<file path="src/rtl/ctlbus_pkg.sv">
`timescale 1ns/1ps
package ctlbus_pkg;
    localparam int SA_W      = 4;
    localparam int BYTE_W    = 8;
    localparam int CODE_W    = 3;
    localparam int HEAD_W    = SA_W + BYTE_W;
    localparam int CMD_BITS  = HEAD_W + 1;
    localparam int SEG_BITS  = BYTE_W + 1;
    localparam int NUM_SEGS  = 3;
    localparam int RW_BITS   = CMD_BITS + SEG_BITS;
    localparam int MW_BITS   = CMD_BITS + NUM_SEGS * SEG_BITS;
    localparam int FRAME_W   = MW_BITS;
    localparam int NB_W      = $clog2(FRAME_W + 1);
    localparam int SLOT_W    = NB_W + 1;

    localparam logic [CODE_W-1:0] REG_WR_CODE     = 3'b010;
    localparam logic [BYTE_W-1:0] MASK_WR_PAYLOAD = 8'b0001_1001;

    typedef enum logic [1:0] {
        ST_IDLE  = 2'd0,
        ST_START = 2'd1,
        ST_BITS  = 2'd2,
        ST_PARK  = 2'd3
    } seq_state_e;

    function automatic logic odd_parity(input logic [HEAD_W-1:0] v);
        return ~(^v);
    endfunction
endpackage

</file>
<file path="src/rtl/ctlbus_tick.sv">
`timescale 1ns/1ps
module ctlbus_tick #(
    parameter int DIV_W = 4
) (
    input  logic             clk,
    input  logic             rst_n,
    input  logic             en,
    input  logic [DIV_W-1:0] limit,
    output logic             tick
);
    logic [DIV_W-1:0] cnt_d, cnt_q;

    assign tick = en && (cnt_q == limit);

    always_comb begin
        if (!en || tick) cnt_d = '0;
        else             cnt_d = cnt_q + 1'b1;
    end

    always_ff @(posedge clk) begin
        if (!rst_n) cnt_q <= '0;
        else        cnt_q <= cnt_d;
    end

    // the counter never runs past the latched half-period limit
    a_r11_cnt_in_range: assert property (@(posedge clk) disable iff (!rst_n)
        en |-> (cnt_q <= limit));
endmodule

</file>
<file path="src/rtl/ctlbus_frame_builder.sv">
`timescale 1ns/1ps
module ctlbus_frame_builder
    import ctlbus_pkg::*;
(
    input  logic              masked,
    input  logic [SA_W-1:0]   sa,
    input  logic [BYTE_W-1:0] addr,
    input  logic [BYTE_W-1:0] mask,
    input  logic [BYTE_W-1:0] data,
    output logic [FRAME_W-1:0] frame,
    output logic [NB_W-1:0]    nbits
);
    logic [HEAD_W-1:0]   rw_head, mw_head;
    logic [BYTE_W-1:0]   seg_src [NUM_SEGS];
    logic [SEG_BITS-1:0] seg     [NUM_SEGS];

    assign rw_head    = {sa, REG_WR_CODE, addr[BYTE_W-CODE_W-1:0]};
    assign mw_head    = {sa, MASK_WR_PAYLOAD};
    assign seg_src[0] = addr;
    assign seg_src[1] = mask;
    assign seg_src[2] = data;

    for (genvar g = 0; g < NUM_SEGS; g++) begin : g_seg
        assign seg[g] = {seg_src[g], odd_parity({{SA_W{1'b0}}, seg_src[g]})};
    end

    always_comb begin
        if (masked) begin
            frame = {mw_head, odd_parity(mw_head), seg[0], seg[1], seg[2]};
            nbits = NB_W'(MW_BITS);
        end else begin
            frame = {rw_head, odd_parity(rw_head), seg[2],
                     {(FRAME_W-RW_BITS){1'b0}}};
            nbits = NB_W'(RW_BITS);
        end
    end
endmodule

</file>
<file path="src/rtl/ctlbus_master.sv">
`timescale 1ns/1ps
module ctlbus_master
    import ctlbus_pkg::*;
#(
    parameter int DIV_W = 4
) (
    input  logic              clk,
    input  logic              rst_n,
    input  logic              req_valid,
    input  logic              req_masked,
    input  logic [SA_W-1:0]   req_sa,
    input  logic [BYTE_W-1:0] req_addr,
    input  logic [BYTE_W-1:0] req_mask,
    input  logic [BYTE_W-1:0] req_data,
    input  logic [DIV_W-1:0]  half_period,
    output logic              busy,
    output logic              done,
    output logic              bus_clk,
    output logic              bus_data
);
    typedef struct packed {
        seq_state_e         state;
        logic [SLOT_W-1:0]  slot;
        logic [FRAME_W-1:0] frame;
        logic [NB_W-1:0]    nbits;
        logic [DIV_W-1:0]   half;
        logic               sclk;
        logic               sdata;
        logic               busy;
        logic               done;
    } seq_t;

    seq_t d, q;

    logic [FRAME_W-1:0] bld_frame;
    logic [NB_W-1:0]    bld_nbits;
    logic               tick;
    logic [SLOT_W-1:0]  slot_nx;
    logic [SLOT_W-1:0]  last_bit_slot;
    logic [FRAME_W-1:0] shifted;

    ctlbus_frame_builder u_build (
        .masked (req_masked),
        .sa     (req_sa),
        .addr   (req_addr),
        .mask   (req_mask),
        .data   (req_data),
        .frame  (bld_frame),
        .nbits  (bld_nbits)
    );

    ctlbus_tick #(.DIV_W(DIV_W)) u_tick (
        .clk   (clk),
        .rst_n (rst_n),
        .en    (q.state != ST_IDLE),
        .limit (q.half),
        .tick  (tick)
    );

    assign slot_nx       = q.slot + 1'b1;
    assign last_bit_slot = {q.nbits, 1'b0} - 1'b1;
    assign shifted       = {q.frame[FRAME_W-2:0], 1'b0};

    always_comb begin
        d      = q;
        d.done = 1'b0;
        case (q.state)
            ST_IDLE: begin
                if (req_valid) begin
                    d.state = ST_START;
                    d.slot  = '0;
                    d.frame = bld_frame;
                    d.nbits = bld_nbits;
                    d.half  = half_period;
                    d.sclk  = 1'b0;
                    d.sdata = 1'b1;
                    d.busy  = 1'b1;
                end
            end
            ST_START: begin
                if (tick) begin
                    if (q.slot == SLOT_W'(3)) begin
                        d.state = ST_BITS;
                        d.slot  = '0;
                        d.sclk  = 1'b1;
                        d.sdata = q.frame[FRAME_W-1];
                    end else begin
                        d.slot  = slot_nx;
                        d.sdata = (slot_nx < SLOT_W'(2));
                    end
                end
            end
            ST_BITS: begin
                if (tick) begin
                    if (q.slot == last_bit_slot) begin
                        d.state = ST_PARK;
                        d.slot  = '0;
                        d.sclk  = 1'b1;
                        d.sdata = 1'b0;
                    end else begin
                        d.slot = slot_nx;
                        d.sclk = ~slot_nx[0];
                        if (!slot_nx[0]) begin
                            d.frame = shifted;
                            d.sdata = shifted[FRAME_W-1];
                        end
                    end
                end
            end
            ST_PARK: begin
                if (tick) begin
                    if (q.slot == '0) begin
                        d.slot  = SLOT_W'(1);
                        d.sclk  = 1'b0;
                        d.sdata = 1'b0;
                    end else begin
                        d.state = ST_IDLE;
                        d.slot  = '0;
                        d.busy  = 1'b0;
                        d.done  = 1'b1;
                    end
                end
            end
            default: d.state = ST_IDLE;
        endcase
    end

    always_ff @(posedge clk) begin
        if (!rst_n) begin
            q <= '0;
        end else begin
            q <= d;
        end
    end

    assign busy     = q.busy;
    assign done     = q.done;
    assign bus_clk  = q.sclk;
    assign bus_data = q.sdata;

    // an idle bus keeps both lines low
    a_r1_idle_quiet: assert property (@(posedge clk) disable iff (!rst_n)
        !busy |-> (!bus_clk && !bus_data));
    // a transaction opens with data high and clock low
    a_r2_start_level: assert property (@(posedge clk) disable iff (!rst_n)
        $rose(busy) |-> (bus_data && !bus_clk));
    // data holds across every falling clock edge
    a_r7_hold_on_fall: assert property (@(posedge clk) disable iff (!rst_n)
        $fell(bus_clk) |-> $stable(bus_data));
    // completion pulse coincides with busy falling
    a_r9_done_at_end: assert property (@(posedge clk) disable iff (!rst_n)
        $fell(busy) |-> done);
    // completion pulse lasts one cycle
    a_r9_done_single: assert property (@(posedge clk) disable iff (!rst_n)
        done |=> !done);
    // a request while busy never restarts the start pattern
    a_r10_no_restart: assert property (@(posedge clk) disable iff (!rst_n)
        (busy && req_valid) |=> (busy || done));
endmodule

</file>
<file path="config.mk">
export PLATFORM = sky130hd
export DESIGN_NAME = ctlbus_master
export DESIGN_NICKNAME = d
export VERILOG_FILES = /design/src/rtl/ctlbus_pkg.sv /design/src/rtl/ctlbus_tick.sv /design/src/rtl/ctlbus_frame_builder.sv /design/src/rtl/ctlbus_master.sv
export SDC_FILE = /design/constraint.sdc
export NUM_CORES = 1
export LEC_CHECK = 0
export ABC_AREA = 1
export BUFFER_PORTS_ARGS = -buffer_cell sky130_fd_sc_hd__buf_2
export CAP_MARGIN = 20
export CORE_MARGIN = 3
export CORE_UTILIZATION = 55
export CTS_CLUSTER_DIAMETER = 80
export DETAILED_ROUTE_END_ITERATION = 7
export PLACE_DENSITY = 0.76
export SETUP_SLACK_MARGIN = 0.1
export SYNTH_ARGS = -nofsm -noshare
export SYNTH_HDL_FRONTEND = slang
export SYNTH_SLANG_ARGS = --single-unit
</file>
<file path="constraint.sdc">
create_clock -name clk -period 2.2 [get_ports clk]
set_clock_uncertainty 0.15 [all_clocks]
set_input_delay 0.33 -clock clk [delete_from_list [all_inputs] [get_ports clk]]
set_output_delay 0.33 -clock clk [all_outputs]
set_load 0.1 [all_outputs]
</file>
==> out/metrics.cfg <==
[min_path]
min_path_cells=3
hold_class=in2reg
min_to=q[5]
hp-start=half_period[1]

[critical_path]
cp.arrival_ns=2.12
worstPathCellList=inv_1 -> ha_1 -> inv_2 -> nand2_1 -> nand2_2 -> nor2_4 -> nand3_4 -> nand2_4 -> o21ai_4 -> nand2_4 -> buf_6 -> o21ai_0 -> nor2_1
rr_worst_depth=13
cpMostUsedCell=nand2_4
cpLargestDelayFamily=simple AND/OR/NAND/NOR gates
start_kind=register
worstPathMaxFanout=19
critPathKind=reg2reg
cp.required_ns=2.29
critPathBufInv=3
r2r_slack_ns=0.17
cp_slowest_stage_delay_ns=0.35
cp_slowest_cell=dfxtp_2
cp-end-kind=register
worstReg2RegStart=q[12]
reg2reg_to=q[18]

[floorplan]
chipWidth_um=87.4
dieArea_um2=7630
die_height_um=87.4
start_util_pct=57.0
core-area_um2=6390
placementRows=29
io_pins=40

[job]
maxCapViolCount=0

[final_layout]
final_net_count=619
finalNonFillerCells=655
drive_above_1_share_pct=17.5
syn2layout_area_growth_pct=17.7
final_util_pct=67.1
n_antenna_cell=0

[timing]
hold_viol=0
fmax_ghz=0.493
setup_ws_ns=0.173
relSlewSlack_pct=67.8
rsz0062_at_grt=yes
final_period_minus_worst_setup_slack_ns=2.03
setup-violations-final=0
period_share_pct=92.2
tightest_slew_ns=0.483
finalMaxSlewViolations=0
setup_tns_ns=0

[drt]
wire_per_inst_um=13.2
routed_wl_mm=8.62
drc=0
drt_iter0_drc=161
ant_nets=0
drt_pass1_iterations=5
via_per_inst=5.47
vias=3586

[clock_network]
cts.clk_slew.worst_paths_ns=0.07
cts.sinks=63
cts_root_buffer=clkbuf_8
h-tree-depth=3
cts_buffer_depth=2
cts_tree=done
clkLatencyLatePin_ns=0.35
numCtsBuffers=9

[placed_design]
dp.cells=633
post-place-ws_ns=0.0983
io_buffer_count=39
gp_congestion=1.01
dp_hpwl_mm=5.94

[synth]
async_reset_ff_share_pct=0
ys_warn_count=0
synth-compound-area-share_pct=17.4
synth-simple-area-share_pct=30.1
ys_types=37
synth_most_common_cell=nor2_1
yosysTopAreaCellShare_pct=34.6
synth.avg_cell_area_um2=6.91
synth-xor-area-share_pct=6.74
synth_cells=527
yosysSeqAreaShare_pct=34.6
synth-main-ff-cell=dfxtp_1
synth_common_cells=122 x nor2_1, 94 x nand2_1, 63 x dfxtp_1, 43 x o21ai_0, 37 x inv_1
syn_area_um2=3640
synthMuxAreaShare_pct=0
synth_edf_count=0
synth_top_family_by_area=simple AND/OR/NAND/NOR gates
yosys_register_bits=63
yosys.area_share.adder_pct=3.44
yosysTopAreaCell=dfxtp_1
syn_nets=573
synth_area_leaders=dfxtp_1 35%, nor2_1 13%, nand2_1 9.7%

[global_routing]
antenna_found_initial=0
grt_pass1_wl_mm=14.3
grt_usage_pct=23.4
grt_overflow_total=0
grt_max_degree=43
grt_pass1_vias=3226

[status]
status=completed

[pwr]
p_leak_uw=0.00198
power_density_nw_per_um2=1440
vdd_ir_drop_max_mv=0.748

==> how the worst max path moves through the flow <==
stage                     start     to  slack (ns)  cells after the start
final                     q[12]  q[18]        0.17                     13
after global routing      q[11]  q[61]        0.04                     13
after CTS                 q[12]  q[49]        0.11                     14
after detailed placement  q[61]  q[23]         0.1                     10
after global placement    q[61]  q[23]        0.16                     10
after floorplan           q[61]  q[15]        0.31                     12
==> per-layer routing <==
layer	wire [um]	track usage, %	up-vias
li1	-	-	1813
met1	3880	30.5	1665
met2	4100	38.3	85
met3	419	3.69	23
met4	220	9.76	0
met5	0	0	-
==> power breakdown <==
part           internal, uW  switching (uW)  total, uW
clock                   613             445       1060
sequential             1660             356       2010
combinational          1220            1880       3090
total                  3490            2680       6170
==> logic make-up after synthesis <==
| kind of cell | after synthesis |
|---|---|
| simple gates | 262 |
| xor+xnor | 28 |
| fa+ha+maj | 10 |
| flops | 63 |
| buf+inv | 63 |
| compound gates | 101 |
==> flip-flops by register name, indices dropped and copies added (netlist names) <==
register and flops:
busy 1, bus_data 1, u_tick.cnt_q 4, bus_clk 1, done 1, q 55
==> worst min-delay path, stage by stage <==
cell and delay [ns]:
buf_2 0.07, o21ai_0 0.07, nor2_1 0.07
==> repair_timing <==
| action | in CTS | in global routing |
|---|---|---|
| endpoints found under the setup margin | 1 | 50 |
| buffers inserted | 2 | 3 |
| gates resized for setup | 0 | 28 |
| pin swaps | 1 | 1 |
| cloned | 0 | 1 |
| hold buffers | 0 | 0 |
==> per-stage QoR <==
step | power [uW] | instance area [um^2] | hold slack [ns]
after floorplan | 4150 | 3640 | 0.290
final | 6170 | 4280 | 0.0787
after global routing | 6700 | 4280 | 0.101
after CTS | 5900 | 4180 | 0.0741
after global placement | 4730 | 3950 | 0.306
after detailed placement | 4810 | 3950 | 0.313
==> layout make-up <==
cell class,count,area (um^2)
inverters,41,161
flip-flops and latches,63,1260
clock buffers,13,169
multi-input cells,401,2130
well taps,77,96.3
clock inverters,3,40.0
repair buffers,57,422
fillers,563,2100
==> layout by cell type (no fill, tap or decap), drive strengths merged <==
cell type,synthesis,routed
a211oi,1,1
a21oi,16,16
a221oi,1,1
a22o,24,24
a22oi,3,3
and2,1,1
buf,12,56
bufinv,0,1
clkbuf,10,14
clkinv,2,4
dfxtp,63,63
ha,10,10
inv,39,39
nand2,98,98
nand3,27,27
nand3b,1,1
nand4,5,5
nor2,126,126
nor3,2,2
o211ai,2,2
o21a,1,1
o21ai,51,51
o21bai,1,1
o22ai,1,1
or2,2,2
xnor2,17,17
xor2,11,11
Note: power is estimated with default switching activity, not from simulation.
